<file path="src/rtl/dts_pkg.sv">
package dts_pkg;
   typedef enum logic {PASS_FIRST = 1'b0, PASS_SECOND = 1'b1} pass_e;
   localparam int SEL_W = 5;
endpackage

</file>
<file path="src/rtl/dts_trig_gate.sv">
module dts_trig_gate #(
   parameter int NUM_CH = 8,
   parameter int CH_W   = 5
) (
   input  logic            hw_trig,
   input  logic            dup_en,
   input  logic            hw_trig_en,
   input  logic            pin_trig_en,
   input  logic            busy,
   input  logic [CH_W-1:0] dup_ch,
   output logic            accept
);
   localparam logic [CH_W:0] CH_LIMIT = (CH_W+1)'(NUM_CH);

   logic ch_ok;
   logic mode_ok;

   assign ch_ok   = {1'b0, dup_ch} < CH_LIMIT;
   assign mode_ok = dup_en & hw_trig_en & ~pin_trig_en;
   assign accept  = hw_trig & mode_ok & ch_ok & ~busy;
endmodule

</file>
<file path="src/rtl/dts_ctrl.sv">
module dts_ctrl
   import dts_pkg::*;
#(
   parameter int CH_W = 5
) (
   input  logic            clk,
   input  logic            rst_n,
   input  logic            accept,
   input  logic            hw_trig,
   input  logic            dup_en,
   input  logic            irq_en,
   input  logic [CH_W-1:0] dup_ch,
   input  logic            eng_done,
   output logic            eng_start,
   output logic [CH_W-1:0] cur_ch,
   output logic            busy,
   output logic            irq,
   output logic            wr_first,
   output logic            wr_second
);
   pass_e pass_q;
   logic  done_fire;

   assign done_fire = busy & eng_done;
   assign wr_first  = done_fire & (pass_q == PASS_FIRST);
   assign wr_second = done_fire & (pass_q == PASS_SECOND);

   always_ff @(posedge clk or negedge rst_n) begin
      if (!rst_n) begin
         eng_start <= 1'b0;
         busy      <= 1'b0;
         cur_ch    <= '0;
         irq       <= 1'b0;
         pass_q    <= PASS_FIRST;
      end else begin
         eng_start <= accept;
         irq       <= wr_second & irq_en;
         if (accept) begin
            busy   <= 1'b1;
            cur_ch <= dup_ch;
         end else if (done_fire) begin
            busy <= 1'b0;
         end
         if (!dup_en)
            pass_q <= PASS_FIRST;
         else if (done_fire)
            pass_q <= (pass_q == PASS_FIRST) ? PASS_SECOND : PASS_FIRST;
      end
   end

   assert_start_after_accept_R2: assert property (@(posedge clk) disable iff (!rst_n)
      accept |=> (eng_start && busy));
   assert_start_single_R2: assert property (@(posedge clk) disable iff (!rst_n)
      eng_start |=> !eng_start);
   assert_busy_hold_R5: assert property (@(posedge clk) disable iff (!rst_n)
      (busy && !eng_done) |=> busy);
   assert_busy_clear_R5: assert property (@(posedge clk) disable iff (!rst_n)
      (busy && eng_done) |=> !busy);
   assert_no_irq_first_R6: assert property (@(posedge clk) disable iff (!rst_n)
      (busy && eng_done && pass_q == PASS_FIRST) |=> !irq);
   assert_irq_pulse_R8: assert property (@(posedge clk) disable iff (!rst_n)
      irq |=> !irq);
   assert_busy_trig_ignored_R9: assert property (@(posedge clk) disable iff (!rst_n)
      (busy && hw_trig) |=> !eng_start);
   assert_idle_done_quiet_R11: assert property (@(posedge clk) disable iff (!rst_n)
      (!busy && eng_done) |=> !irq);
endmodule

</file>
<file path="src/rtl/dts_result_bank.sv">
module dts_result_bank #(
   parameter int NUM_CH = 8,
   parameter int CH_W   = 5,
   parameter int RES_W  = 12
) (
   input  logic                    clk,
   input  logic                    rst_n,
   input  logic                    wr_first,
   input  logic                    wr_second,
   input  logic [CH_W-1:0]         sel,
   input  logic [RES_W-1:0]        result,
   output logic [NUM_CH*RES_W-1:0] ch_data,
   output logic [RES_W-1:0]        dup_data
);
   for (genvar g = 0; g < NUM_CH; g++) begin : g_chan
      logic [RES_W-1:0] q;
      always_ff @(posedge clk or negedge rst_n) begin
         if (!rst_n)
            q <= '0;
         else if (wr_first && sel == CH_W'(g))
            q <= result;
      end
      assign ch_data[g*RES_W +: RES_W] = q;
   end

   always_ff @(posedge clk or negedge rst_n) begin
      if (!rst_n)
         dup_data <= '0;
      else if (wr_second)
         dup_data <= result;
   end

   assert_dup_hold_R6: assert property (@(posedge clk) disable iff (!rst_n)
      !wr_second |=> $stable(dup_data));
   assert_chan_hold_R7: assert property (@(posedge clk) disable iff (!rst_n)
      !wr_first |=> $stable(ch_data));
endmodule

</file>
<file path="src/rtl/dbl_trig_seq.sv">
module dbl_trig_seq
   import dts_pkg::*;
#(
   parameter int NUM_CH = 8,
   parameter int RES_W  = 12
) (
   input  logic                    clk,
   input  logic                    rst_n,
   input  logic                    dup_en,
   input  logic [SEL_W-1:0]        dup_ch,
   input  logic                    hw_trig_en,
   input  logic                    pin_trig_en,
   input  logic                    irq_en,
   input  logic                    hw_trig,
   input  logic                    sw_start,
   output logic                    eng_start,
   output logic [SEL_W-1:0]        eng_ch,
   input  logic                    eng_done,
   input  logic [RES_W-1:0]        eng_result,
   output logic                    busy,
   output logic                    irq,
   output logic [NUM_CH*RES_W-1:0] ch_data,
   output logic [RES_W-1:0]        dup_data
);
   initial begin
      assert (NUM_CH >= 1 && NUM_CH <= (1 << SEL_W))
         else $error("NUM_CH out of range for the channel field");
      assert (RES_W >= 1)
         else $error("RES_W must be positive");
   end

   logic accept;
   logic wr_first;
   logic wr_second;
   logic sw_unused;

   assign sw_unused = sw_start;

   dts_trig_gate #(.NUM_CH(NUM_CH), .CH_W(SEL_W)) u_gate (
      .hw_trig    (hw_trig),
      .dup_en     (dup_en),
      .hw_trig_en (hw_trig_en),
      .pin_trig_en(pin_trig_en),
      .busy       (busy),
      .dup_ch     (dup_ch),
      .accept     (accept)
   );

   dts_ctrl #(.CH_W(SEL_W)) u_ctrl (
      .clk      (clk),
      .rst_n    (rst_n),
      .accept   (accept),
      .hw_trig  (hw_trig),
      .dup_en   (dup_en),
      .irq_en   (irq_en),
      .dup_ch   (dup_ch),
      .eng_done (eng_done),
      .eng_start(eng_start),
      .cur_ch   (eng_ch),
      .busy     (busy),
      .irq      (irq),
      .wr_first (wr_first),
      .wr_second(wr_second)
   );

   dts_result_bank #(.NUM_CH(NUM_CH), .CH_W(SEL_W), .RES_W(RES_W)) u_bank (
      .clk      (clk),
      .rst_n    (rst_n),
      .wr_first (wr_first),
      .wr_second(wr_second),
      .sel      (eng_ch),
      .result   (eng_result),
      .ch_data  (ch_data),
      .dup_data (dup_data)
   );

   assert_sw_start_inert_R4: assert property (@(posedge clk) disable iff (!rst_n)
      (sw_unused && !hw_trig && !busy) |=> !eng_start);
endmodule

</file>
<file path="config.mk">
export PLATFORM = sky130hd
export DESIGN_NAME = dbl_trig_seq
export DESIGN_NICKNAME = d
export VERILOG_FILES = /design/src/rtl/dts_pkg.sv /design/src/rtl/dts_trig_gate.sv /design/src/rtl/dts_ctrl.sv /design/src/rtl/dts_result_bank.sv /design/src/rtl/dbl_trig_seq.sv
export SDC_FILE = /design/constraint.sdc
export NUM_CORES = 1
export LEC_CHECK = 0
export BUFFER_PORTS_ARGS = -buffer_cell sky130_fd_sc_hd__buf_2
export CAP_MARGIN = 30
export CELL_PAD_IN_SITES_DETAIL_PLACEMENT = 2
export CELL_PAD_IN_SITES_GLOBAL_PLACEMENT = 2
export CORE_AREA = 2 2 111 113
export CTS_BUF_LIST = sky130_fd_sc_hd__clkbuf_4
export CTS_CLUSTER_SIZE = 30
export DETAILED_ROUTE_END_ITERATION = 10
export DIE_AREA = 0 0 113 115
export PLACE_DENSITY_LB_ADDON = 0.1
export SYNTH_ARGS = -nofsm -noshare
export SYNTH_HDL_FRONTEND = slang
export SYNTH_SLANG_ARGS = --single-unit
</file>
<file path="constraint.sdc">
create_clock -name clk -period 5.9 [get_ports clk]
set_clock_uncertainty 0.15 [all_clocks]
set_input_delay 0 -clock clk [delete_from_list [all_inputs] [get_ports clk]]
set_output_delay 0 -clock clk [all_outputs]
set_load 0.05 [all_outputs]
</file>
# Word level (Yosys, flattened, before mapping)
# Cells that the tools add are included.
[totals]
wordCells = 50
register_bits = 117
rom_bits = 0
latchBits = 0
n_memories = 0
inputBits = 26
ramBits = 0
[op_classes]
magnitude_cmp = 1
n_reduce_logical = 10
bitwise = 12
add_sub_neg = 0
shift = 0
muxes = 5
n_mul = 0
div = 0
n_eq_ne = 8
[ops]
columns = ["cell", "n"]
rows = [
  ["$eq A5 B3 Y1 const B", 4],
  ["$eq A5 B2 Y1 const B", 2],
  ["$and A1 B1 Y1", 9],
  ["$logic_and A1 B1 Y1", 8],
  ["$eq A5 B1 Y1 const B", 1],
  ["$logic_not A5 Y1", 1],
  ["$lt A5 B4 Y1 const B", 1],
  ["$mux W1", 5],
  ["$not A1 Y1", 3],
  ["$ne A2 B1 Y1 const B", 1],
  ["$reduce_bool A2 Y1", 1],
]

# Longest topological paths before layout
# Gate-level depths: netlist of the first run.
[depth]
ltp_word = 6
mapped_depth = 4
ltp_nobuf = 3

# Hierarchy
# A second synthesis of the first run with hierarchy kept.
[hier_totals]
cells_unflattened = 264
hier_area_um2 = 4468.0
[by_module_without_submodules]
columns = ["mod", "cells_each", "area_per_inst_um2", "seq_area_each_um2", "n_inst"]
rows = [
  ["dts_result_bank", 238, 4088.9, 2702.6, 1],
  ["dts_ctrl", 24, 364.1, 225.2, 1],
  ["dts_trig_gate", 2, 15.0, 0.0, 1],
]

# Least setup slack after synthesis of the first run
# Ideal clock, no wire load.
[synth_path]
path_kind = "register to register"
from = "register u_ctrl.cur_ch[2]"
to = "register u_bank.g_chan[4].q[10]"
t_arrival_ns = 2.066
synth_period_minus_slack_ns = 2.341
path_slack_ns = 3.559
stages_incl_launch_ff = 5
path_buffers = 1
path_cell_list = "dfrtp_1 -> or4b_4 -> or4_4 -> buf_6 -> mux2_4"
[synth_between]
elab_chain_cells = 2
[synth_rtl]
columns = ["item", "line", "rtl"]
rows = [
  ["from (decl)", "dts_ctrl.sv:15", "output logic [CH_W-1:0] cur_ch,"],
  ["from (signal assigned)", "dts_ctrl.sv:40", "cur_ch <= dup_ch;"],
  ["$eq A5 B3 Y1", "dts_result_bank.sv:20", "else if (wr_first && sel == CH_W'(g))"],
  ["$logic_and A1 B1 Y1", "dts_result_bank.sv:20", ""],
  ["to (signal assigned)", "dts_result_bank.sv:21", "q <= result;"],
  ["to (decl)", "dts_result_bank.sv:16", "logic [RES_W-1:0] q;"],
]
# Every way passes these cells.
# A chain may end at the register's enable or synchronous reset.

# Worst setup path in the final report of the first run
[layout_path]
from = "register u_ctrl.pass_q"
to = "register u_bank.g_chan[6].q[6]"
[layout_between]
elab_chain_cells = 3
[layout_rtl]
columns = ["item", "line", "rtl"]
rows = [
  ["from (decl)", "dts_ctrl.sv:21", "pass_e pass_q;"],
  ["from (signal assigned)", "dts_ctrl.sv:47", "pass_q <= (pass_q == PASS_FIRST) ? PASS_SECOND : PASS_FIRST;"],
  ["$not A1 Y1", "dts_ctrl.sv:25", "assign wr_first = done_fire & (pass_q == PASS_FIRST);"],
  ["$and A1 B1 Y1", "dts_ctrl.sv:25", ""],
  ["$logic_and A1 B1 Y1", "dts_result_bank.sv:20", ""],
  ["to (signal assigned)", "dts_result_bank.sv:21", ""],
  ["to (decl)", "dts_result_bank.sv:16", ""],
]
# Every way passes these cells.

==> results.sh, run 1 <==
export IMPL_drive_gt1_frac=0.635
export IMPL_antennaDiodeCount=0
export IMPL_ys_seq_area_frac=0.654
export IMPL_initial_core_util=0.379
export IMPL_hold_violations=0
export IMPL_synth_cells=264
export IMPL_drtIter0Drc=96
export IMPL_synth_async_reset_ratio=1.00
export IMPL_ff_latch_area_sq_um=2930
export IMPL_area_growth_pct=31.1
export IMPL_die_w_microns=113
export IMPL_synth_edff_count=0
export IMPL_tns_ps=0
export IMPL_rsz0062_at_grt="no"
export IMPL_p_leak_nw=3.36
export IMPL_vdd_drop_max_v=0.000116
export IMPL_clk_latency_ps=510
export IMPL_synthFlopType="dfrtp_1"
export IMPL_global_route_usage_met2=0.345
export IMPL_worst_hold_slack_ps=139
export IMPL_synth_nets=290
export IMPL_nets=472
export IMPL_grt_overflow=0
export IMPL_dpl_hpwl_microns=8270
export IMPL_cts_buffers=17
export IMPL_crit_required_ps=6140
export IMPL_finalMaxSlewViolations=0
export IMPL_dpl_cell_count=546
export IMPL_ys_ff_latch=117
export IMPL_h_tree_depth=4
export IMPL_grt_max_degree=70
export IMPL_crit_arrival_ps=2720
export IMPL_drt_wirelength_per_cell_microns=20.5
export IMPL_power_mw=1.75
export IMPL_p_clk_frac=0.271
export IMPL_vias=2969
export IMPL_cts_sinks=117
export IMPL_cp_end_kind="flop"
export IMPL_p_sw_uw=583
export IMPL_fillers=1130
export IMPL_ant_nets=0
export IMPL_gp_congestion=0.706
export IMPL_critical_path_class="reg2reg"
export IMPL_grt_usage=0.205
export IMPL_clk_pin_slew_ps=100
export IMPL_cts_path_max_buffers=2
export IMPL_dpl_cell_area_sq_um=5370
export IMPL_clock_fmax_mhz=404
export IMPL_yosysWarnings=0
export IMPL_syn_area_sq_um=4480
export IMPL_p_seq_frac=0.509
export IMPL_slew_headroom=0.396
export IMPL_dieHeight_microns=115
export IMPL_min_period_ps=2480
export IMPL_p_int_mw=1.16
export IMPL_crit_fanout=7
export IMPL_final_cell_mix="buf_2, dfrtp_1, mux2_2, dlygate4sd3_1, mux2_4"
export IMPL_first_pass_iters=7
export IMPL_outcome="finished, violations left"
export IMPL_cap_violations=0
export IMPL_antenna_found_initial=0
export IMPL_final_cell_count_no_fill=602
export IMPL_failed_checks="design-rule violations"
export IMPL_finalSetupViolations=0
export IMPL_port_buffers=140
export IMPL_power_density_nw_per_um2=298
export IMPL_p_sw_frac=0.334
export IMPL_multi_input_area_sq_um=1500
export IMPL_cts_tree="yes"
export IMPL_hp_class="in2reg"
export IMPL_synth_cell_types=19
export IMPL_finalWirelength_microns=12400
export IMPL_drc_errors=10
export IMPL_num_rows=40
export IMPL_grt_util_met3=0.0659
export IMPL_top_level_ports=142
export IMPL_combPwrFrac=0.220
export IMPL_core_area_sq_um=11800
export IMPL_viasPerCell=4.93
export IMPL_worst_slew_pin_slew_ps=905
export IMPL_dieArea_sq_um=13000
export IMPL_start_kind="flop"
export IMPL_layout_commonest_cell="buf_2"
export IMPL_fin_crit_sh=0.420
export IMPL_first_global_vias=3269
export IMPL_syn_mean_instance_area_sq_um=17.0
export IMPL_use_met1=0.255
export IMPL_grt_pass1_wl_microns=19600
export IMPL_ctsRootBufferMaster="clkbuf_4"
export IMPL_grt_busiest_layer="met2"
export IMPL_design_area_sq_um=5870
[path summary, 6_finish.rpt]
path,slack (ps),endpoint,startpoint,cells past startpoint
setup / recovery,3420,u_bank.g_chan[6].q[6]$_DFFE_PN0P_,u_ctrl.pass_q$_DFFE_PN0P_,4
hold / removal,140,u_ctrl.irq$_DFF_PN0_,irq_en,4
setup reg to reg,3420,u_bank.g_chan[6].q[6]$_DFFE_PN0P_,u_ctrl.pass_q$_DFFE_PN0P_,4
hold reg to reg,360,u_bank.g_chan[7].q[2]$_DFFE_PN0P_,u_bank.g_chan[7].q[2]$_DFFE_PN0P_,1
max in group asynchronous,4300,u_bank.g_chan[3].q[8]$_DFFE_PN0P_,rst_n,4
min in group asynchronous,410,u_bank.g_chan[4].q[3]$_DFFE_PN0P_,rst_n,4
[kinds of logic (layout without fill, tap and decap cells)]
family / count (synthesis) / after routing / synth area share
AO/OA/AOI/OAI: 1 / 1 / 0.00112
XOR/XNOR: 1 / 1 / 0.00196
multiplexers: 111 / 111 / 0.296
buffers and inverters: 12 / 203 / 0.0151
flip-flops: 117 / 117 / 0.654
AND/OR/NAND/NOR: 22 / 22 / 0.0319
[final cells by class]
| type | instances | area share |
|---|---|---|
| timing repair buffer | 172 | 0.177 |
| sequential | 117 | 0.499 |
| clock inverter | 10 | 0.0117 |
| tap | 147 | 0.0313 |
| clock buffer | 18 | 0.0230 |
| inverter | 3 | 0.00192 |
| multi-input combinational | 135 | 0.256 |
[sequential cells by signal, indices dropped and copies added, names as in the netlist]
register	count
u_bank.g_chan.q	96
u_bank.dup_data	12
u_ctrl.cur_ch	5
u_ctrl.busy	1
u_ctrl.eng_start	1
u_ctrl.irq	1
u_ctrl.pass_q	1
[synth_stat cells (2+ instances only)]
| cell type | number | share of area |
|---|---|---|
| dfrtp_1 | 117 | 0.65 |
| mux2_2 | 91 | 0.23 |
| mux2_4 | 20 | 0.067 |
| buf_2 | 6 | 0.0067 |
| nor2_1 | 6 | 0.0050 |
| and2_1 | 3 | 0.0042 |
| inv_1 | 3 | 0.0025 |
| nand3_1 | 3 | 0.0034 |
| or4_4 | 3 | 0.0075 |
| buf_6 | 2 | 0.0050 |
| nor3_1 | 2 | 0.0022 |
[critical path, stage by stage, from the launching register on]
cell and delay [ps]:
dfrtp_1 430, or4b_4 610, nor3_2 510, buf_4 310, mux2_2 350
[routing by layer]
layer,vias up,share of wire
met1,1557,0.42
met3,13,0.050
met5,-,0
met4,0,0.014
met2,95,0.51
li1,1304,-
[what timing repair did]
action,4_1_cts,5_1_grt
resized for setup,0,0
buffers inserted,0,0
hold buffers,28,0
hold endpoints to repair,165,0
[stage by stage]
stage,worst slack (ps),utilization
3_3_place_gp,3380,0.453
3_5_place_dp,3410,0.454
5_1_grt,3300,0.497
6_report,3420,0.497
4_1_cts,3400,0.497
2_1_floorplan,3560,-
[power groups by stage]
stage	Clock, mW	Sequential (mW)	Combinational, mW
detailed placement	0	0.905	0.368
finish	0.474	0.889	0.384
floorplan	0	1.09	0.0698
global route	0.530	0.897	0.402
global placement	0	0.899	0.362
CTS	0.491	0.890	0.388
Note: power is estimated with default switching activity, not from simulation.
==> run 2, diff against run 1 <==
--- a/config.mk
+++ b/config.mk
@@ -9,11 +9,11 @@
 export CAP_MARGIN = 30
 export CELL_PAD_IN_SITES_DETAIL_PLACEMENT = 2
 export CELL_PAD_IN_SITES_GLOBAL_PLACEMENT = 2
-export CORE_AREA = 2 2 111 113
+export CORE_AREA = 2 2 122 124
 export CTS_BUF_LIST = sky130_fd_sc_hd__clkbuf_4
 export CTS_CLUSTER_SIZE = 30
 export DETAILED_ROUTE_END_ITERATION = 10
-export DIE_AREA = 0 0 113 115
+export DIE_AREA = 0 0 124 126
 export PLACE_DENSITY_LB_ADDON = 0.1
 export SYNTH_ARGS = -nofsm -noshare
 export SYNTH_HDL_FRONTEND = slang
==> constraint.sdc (replaced) <==
create_clock -name clk -period 2 [get_ports clk]
set_clock_uncertainty 0.15 [all_clocks]
set_input_delay 0 -clock clk [delete_from_list [all_inputs] [get_ports clk]]
set_output_delay 0 -clock clk [all_outputs]
set_load 0.05 [all_outputs]
==> results.sh, run 2 (same netlist as run 1, synthesis figures left out) <==
export IMPL_outcome="finished, violations left"
export IMPL_failed_checks="negative setup slack"
export IMPL_ff_latch_area_sq_um=2930
export IMPL_finalSetupViolations=94
export IMPL_start_kind="flop"
export IMPL_p_int_mw=3.39
export IMPL_critical_path_class="reg2reg"
export IMPL_num_rows=44
export IMPL_combPwrFrac=0.234
export IMPL_crit_arrival_ps=2420
export IMPL_cp_num_cells=5
export IMPL_slew_headroom=0.596
export IMPL_largest_reg_flops=96
export IMPL_worst_slew_pin_slew_ps=606
export IMPL_fin_crit_sh=1.08
export IMPL_first_pass_iters=4
export IMPL_grt_usage=0.189
export IMPL_ctsRootBufferMaster="clkbuf_4"
export IMPL_die_w_microns=124
export IMPL_grt_max_degree=46
export IMPL_r2r_cells=5
export IMPL_r2r_start="u_ctrl.pass_q$_DFFE_PN0P_"
export IMPL_power_density_nw_per_um2=802
export IMPL_dieHeight_microns=126
export IMPL_crit_top_cell="buf_6"
export IMPL_tns_ps=-9340
export IMPL_drc_errors=0
export IMPL_rsz0062_at_grt="yes"
export IMPL_clk_latency_ps=520
export IMPL_grt_pass1_wl_microns=21500
export IMPL_cp_slowest_cell="or4b_4"
export IMPL_worst_hold_slack_ps=96.3
export IMPL_cp_num_buf_inv=2
export IMPL_cts_path_max_buffers=2
export IMPL_area_growth_pct=44.3
export IMPL_first_global_vias=3463
export IMPL_core_area_sq_um=14300
export IMPL_cap_violations=0
export IMPL_top_level_ports=142
export IMPL_endpoint="u_bank.g_chan[6].q[3]$_DFFE_PN0P_"
export IMPL_multi_input_area_sq_um=1810
export IMPL_hold_violations=0
export IMPL_p_sw_mw=1.79
export IMPL_gp_congestion=0.697
export IMPL_finalMaxSlewViolations=0
export IMPL_p_leak_nw=3.55
export IMPL_p_seq_frac=0.511
export IMPL_p_sw_frac=0.345
export IMPL_drive_gt1_frac=0.658
export IMPL_top_register="u_bank.g_chan.q"
export IMPL_reg_top3="u_bank.g_chan.q (96), u_bank.dup_data (12), u_ctrl.cur_ch (5)"
export IMPL_grt_util_met3=0.0589
export IMPL_min_period_ps=2160
export IMPL_initial_core_util=0.313
export IMPL_antenna_found_initial=1
export IMPL_drtIter0Drc=133
export IMPL_utilization=0.451
export IMPL_final_cell_mix="buf_2, dfrtp_1, mux2_4, dlygate4sd3_1, mux2_2"
export IMPL_clock_fmax_mhz=463
export IMPL_cts_buffers=17
export IMPL_path_cells="or4b_4, buf_6, nor3_4, buf_6, mux2_4"
export IMPL_grt_busiest_layer="met2"
export IMPL_dpl_hpwl_microns=8880
export IMPL_cts_sinks=117
export IMPL_ant_nets=0
export IMPL_grt_overflow=0
export IMPL_cts_tree="yes"
export IMPL_setup_slack_ps=-161
export IMPL_r2r_slack_ps=-160
export IMPL_crit_family="simple AND/OR/NAND/NOR gates"
export IMPL_port_buffers=140
export IMPL_finalWirelength_microns=13900
export IMPL_hp_class="in2reg"
export IMPL_fillers=1430
export IMPL_global_route_usage_met2=0.291
export IMPL_viasPerCell=4.60
export IMPL_drt_wirelength_per_cell_microns=20.8
export IMPL_vdd_drop_max_v=0.000321
export IMPL_timing_rr_end="u_bank.g_chan[6].q[3]$_DFFE_PN0P_"
export IMPL_vias=3068
export IMPL_nets=497
export IMPL_clk_pin_slew_ps=100
export IMPL_cp_end_kind="flop"
export IMPL_crit_required_ps=2260
export IMPL_crit_start="u_ctrl.pass_q$_DFFE_PN0P_"
export IMPL_h_tree_depth=4
export IMPL_use_met1=0.257
export IMPL_crit_fanout=8
export IMPL_layout_commonest_cell="buf_2"
export IMPL_dieArea_sq_um=15600
export IMPL_p_clk_frac=0.255
export IMPL_max_stage_delay_ps=580
run 2: cell count changes in the layout (fill, tap and decap cells not counted), sizes merged:
cell      change
clkinvlp      +1
buf          +23
bufinv        -1
diode         +1
or4           +2
clkbuf        +2
run 2: routing by layer:
| layer | routed length, microns | vias to the layer above |
|---|---|---|
| li1 | - | 1359 |
| met3 | 737 | 8 |
| met4 | 154 | 0 |
| met1 | 6300 | 1605 |
| met5 | 0 | - |
| met2 | 6680 | 96 |
run 2: what timing repair did:
item / 4_1_cts / 5_1_grt
pin swaps: 6 / 2
resized for setup: 86 / 6
hold buffers: 27 / 0
setup endpoints to repair: 96 / 96
cloned: 2 / 0
endpoints found under the hold margin: 234 / 0
buffers inserted: 1 / 2
run 2: per-stage QoR:
| step | total power [mW] | cells | cell area, sq um | worst slack, ps |
|---|---|---|---|---|
| floorplan | 3.41 | 264 | 4500 | -240 |
| global placement | 3.77 | 604 | 5600 | -156 |
| detailed placement | 3.80 | 604 | 5600 | -201 |
| CTS | 5.26 | 664 | 6420 | -160 |
| global route | 5.46 | 667 | 6460 | -215 |
| finish | 5.18 | 667 | 6460 | -161 |
run 2: power groups by stage:
stage,combinational [mW],clock (mW),sequential (mW)
CTS,1.22,1.40,2.64
finish,1.21,1.32,2.65
global route,1.28,1.51,2.67
detailed placement,1.12,0,2.68
global placement,1.11,0,2.67
floorplan,0.206,0,3.20
run 2: worst min-delay path by stage:
stage	slack, ps	to	depth (start not counted)	from
final	100	u_ctrl.cur_ch[0]$_DFFE_PN0P_	3	dup_ch[0]
after global routing	40	u_ctrl.cur_ch[0]$_DFFE_PN0P_	3	dup_ch[0]
after CTS	30	u_ctrl.cur_ch[0]$_DFFE_PN0P_	3	dup_ch[0]
after detailed placement	-90	u_ctrl.irq$_DFF_PN0_	1	rst_n
after global placement	-110	u_bank.dup_data[5]$_DFFE_PN0P_	1	rst_n
after floorplan	-450	u_bank.dup_data[0]$_DFFE_PN0P_	0	rst_n
run 2: layout make-up:
type,instances,share of cell area
Inverter,3,0.00174
Clock buffer,20,0.0232
Sequential cell,117,0.454
Clock inverter,10,0.00659
Antenna cell,1,0.000387
Multi-Input combinational cell,137,0.280
Timing Repair Buffer,195,0.198
Tap cell,184,0.0356
run 2: tightest hold or removal path: stages:
cell and delay (ps):
dlygate4sd3_1 520, buf_2 90, mux2_2 130
==> run 3, diff against run 2 <==
--- a/config.mk
+++ b/config.mk
@@ -18,3 +18,4 @@
 export SYNTH_ARGS = -nofsm -noshare
 export SYNTH_HDL_FRONTEND = slang
 export SYNTH_SLANG_ARGS = --single-unit
+export TNS_END_PERCENT = 1
==> results.sh, run 3 (same netlist as run 1, synthesis figures left out) <==
export IMPL_top_register="u_bank.g_chan.q"
export IMPL_slew_headroom=0.561
export IMPL_r2r_slack_ps=-170
export IMPL_initial_core_util=0.313
export IMPL_start_kind="flop"
export IMPL_port_buffers=140
export IMPL_core_area_sq_um=14300
export IMPL_min_period_ps=2170
export IMPL_antenna_found_initial=0
export IMPL_layout_commonest_cell="buf_2"
export IMPL_cts_tree="yes"
export IMPL_vias=3043
export IMPL_gp_congestion=0.699
export IMPL_critical_path_class="reg2reg"
export IMPL_timing_rr_end="u_bank.g_chan[4].q[7]$_DFFE_PN0P_"
export IMPL_area_growth_pct=40.0
export IMPL_outcome="finished, violations left"
export IMPL_cts_buffers=17
export IMPL_first_global_vias=3430
export IMPL_die_w_microns=124
export IMPL_worst_slew_pin_slew_ps=659
export IMPL_antennaDiodeCount=0
export IMPL_viasPerCell=4.60
export IMPL_drt_wirelength_per_cell_microns=19.4
export IMPL_endpoint="u_bank.g_chan[4].q[7]$_DFFE_PN0P_"
export IMPL_dpl_hpwl_microns=9130
export IMPL_grt_pass1_wl_microns=20100
export IMPL_finalSetupViolations=80
export IMPL_dieHeight_microns=126
export IMPL_cts_sinks=117
export IMPL_dieArea_sq_um=15600
export IMPL_top_level_ports=142
export IMPL_failed_checks="negative setup slack"
export IMPL_h_tree_depth=4
export IMPL_vdd_drop_max_v=0.000292
export IMPL_cts_path_max_buffers=2
export IMPL_grt_usage=0.177
export IMPL_grt_max_degree=47
export IMPL_first_pass_iters=4
export IMPL_r2r_cells=3
export IMPL_rsz0062_at_grt="yes"
export IMPL_power_density_nw_per_um2=882
export IMPL_clk_latency_ps=520
export IMPL_cp_end_kind="flop"
export IMPL_crit_required_ps=2260
export IMPL_finalMaxSlewViolations=0
export IMPL_cap_violations=0
export IMPL_hold_violations=0
export IMPL_hp_class="in2reg"
export IMPL_r2r_start="u_ctrl.cur_ch[4]$_DFFE_PN0P_"
export IMPL_crit_arrival_ps=2430
export IMPL_grt_overflow=0
export IMPL_nets=491
export IMPL_crit_fanout=12
export IMPL_finalWirelength_microns=12800
export IMPL_clk_pin_slew_ps=100
export IMPL_postCtsSetupBuffers=0
export IMPL_ant_nets=0
export IMPL_fin_crit_sh=1.09
export IMPL_place_ws_ps=-174
export IMPL_min_from="dup_ch[1]"
export IMPL_reg_top3="u_bank.g_chan.q (96), u_bank.dup_data (12), u_ctrl.cur_ch (5)"
export IMPL_utilization=0.438
export IMPL_p_leak_nw=3.52
export IMPL_ctsRootBufferMaster="clkbuf_4"
export IMPL_drc_errors=0
export IMPL_clock_fmax_mhz=460
export IMPL_crit_start="u_ctrl.cur_ch[4]$_DFFE_PN0P_"
export IMPL_drive_gt1_frac=0.662
export IMPL_setup_slack_ps=-173
export IMPL_num_rows=44
export IMPL_drtIter0Drc=62
export IMPL_final_cell_mix="buf_2, dfrtp_1, mux2_2, mux2_4, dlygate4sd3_1"
export IMPL_largest_reg_flops=96
[run 3: cell count changes in the layout (fill, tap and decap cells not counted), moves of 2 or more]
cell,previous run,this run
buf_6,10,7
bufinv_16,0,3
clkbuf_4,20,18
clkinv_1,8,3
clkinv_2,1,6
mux2_2,23,76
mux2_4,88,35
or4_4,5,3
[run 3: metrics by stage]
stage | total power [mW] | cell area [sq um] | setup TNS, ps | instances | hold WS [ps]
3_5_place_dp | 3.81 | 5610 | -9870 | 603 | -74.2
3_3_place_gp | 3.78 | 5610 | -6590 | 603 | -91.6
5_1_grt | 5.79 | 6270 | -11380 | 661 | 44.8
4_1_cts | 5.62 | 6200 | -6810 | 661 | 24.1
6_report | 5.53 | 6270 | -5980 | 661 | 82.0
2_1_floorplan | 3.41 | 4480 | -12990 | 264 | -446
[run 3: final cells by class]
cell class,instances,area [sq um]
clock inverters,13,140
inverters,3,11.3
clock buffers,18,135
well taps,184,230
multi-input cells,135,1590
repair buffers,191,1230
fillers,1438,8050
flip-flops and latches,117,2930
[run 3: worst min-delay path by stage]
stage                     depth (start not counted)  slack (ps)                        endpoint
after floorplan                                   0        -450  u_bank.dup_data[0]$_DFFE_PN0P_
after global placement                            1         -90            u_ctrl.irq$_DFF_PN0_
after detailed placement                          1         -70            u_ctrl.irq$_DFF_PN0_
after CTS                                         3          20    u_ctrl.cur_ch[1]$_DFFE_PN0P_
after global routing                              3          40    u_ctrl.cur_ch[2]$_DFFE_PN0P_
final                                             3          80    u_ctrl.cur_ch[1]$_DFFE_PN0P_
[run 3: critical path, stage by stage (launching register included)]
cell,delay (ps)
dfrtp_2,430
or4b_4,550
or4_4,580
mux2_4,350
[run 3: layer usage]
layer  up-vias  track usage  routed length [microns]
li1       1352            -                        -
met1      1579        0.225                     5530
met2       100        0.277                     6260
met3        12       0.0620                      871
met4         0       0.0654                      167
met5         -            0                        0
[run 3: power breakdown]
group	switching [mW]	internal [mW]	leakage (nW)
Sequential	0.108	2.52	1.60
Combinational	0.827	0.355	1.76
Clock	0.872	0.849	0.157
[run 3: timing repair]
item | CTS | global route
pin swaps | 4 | 1
endpoints found under the hold margin | 234 | 0
resized for setup | 11 | 17
endpoints found under the setup margin | 96 | 96
hold buffers | 27 | 0
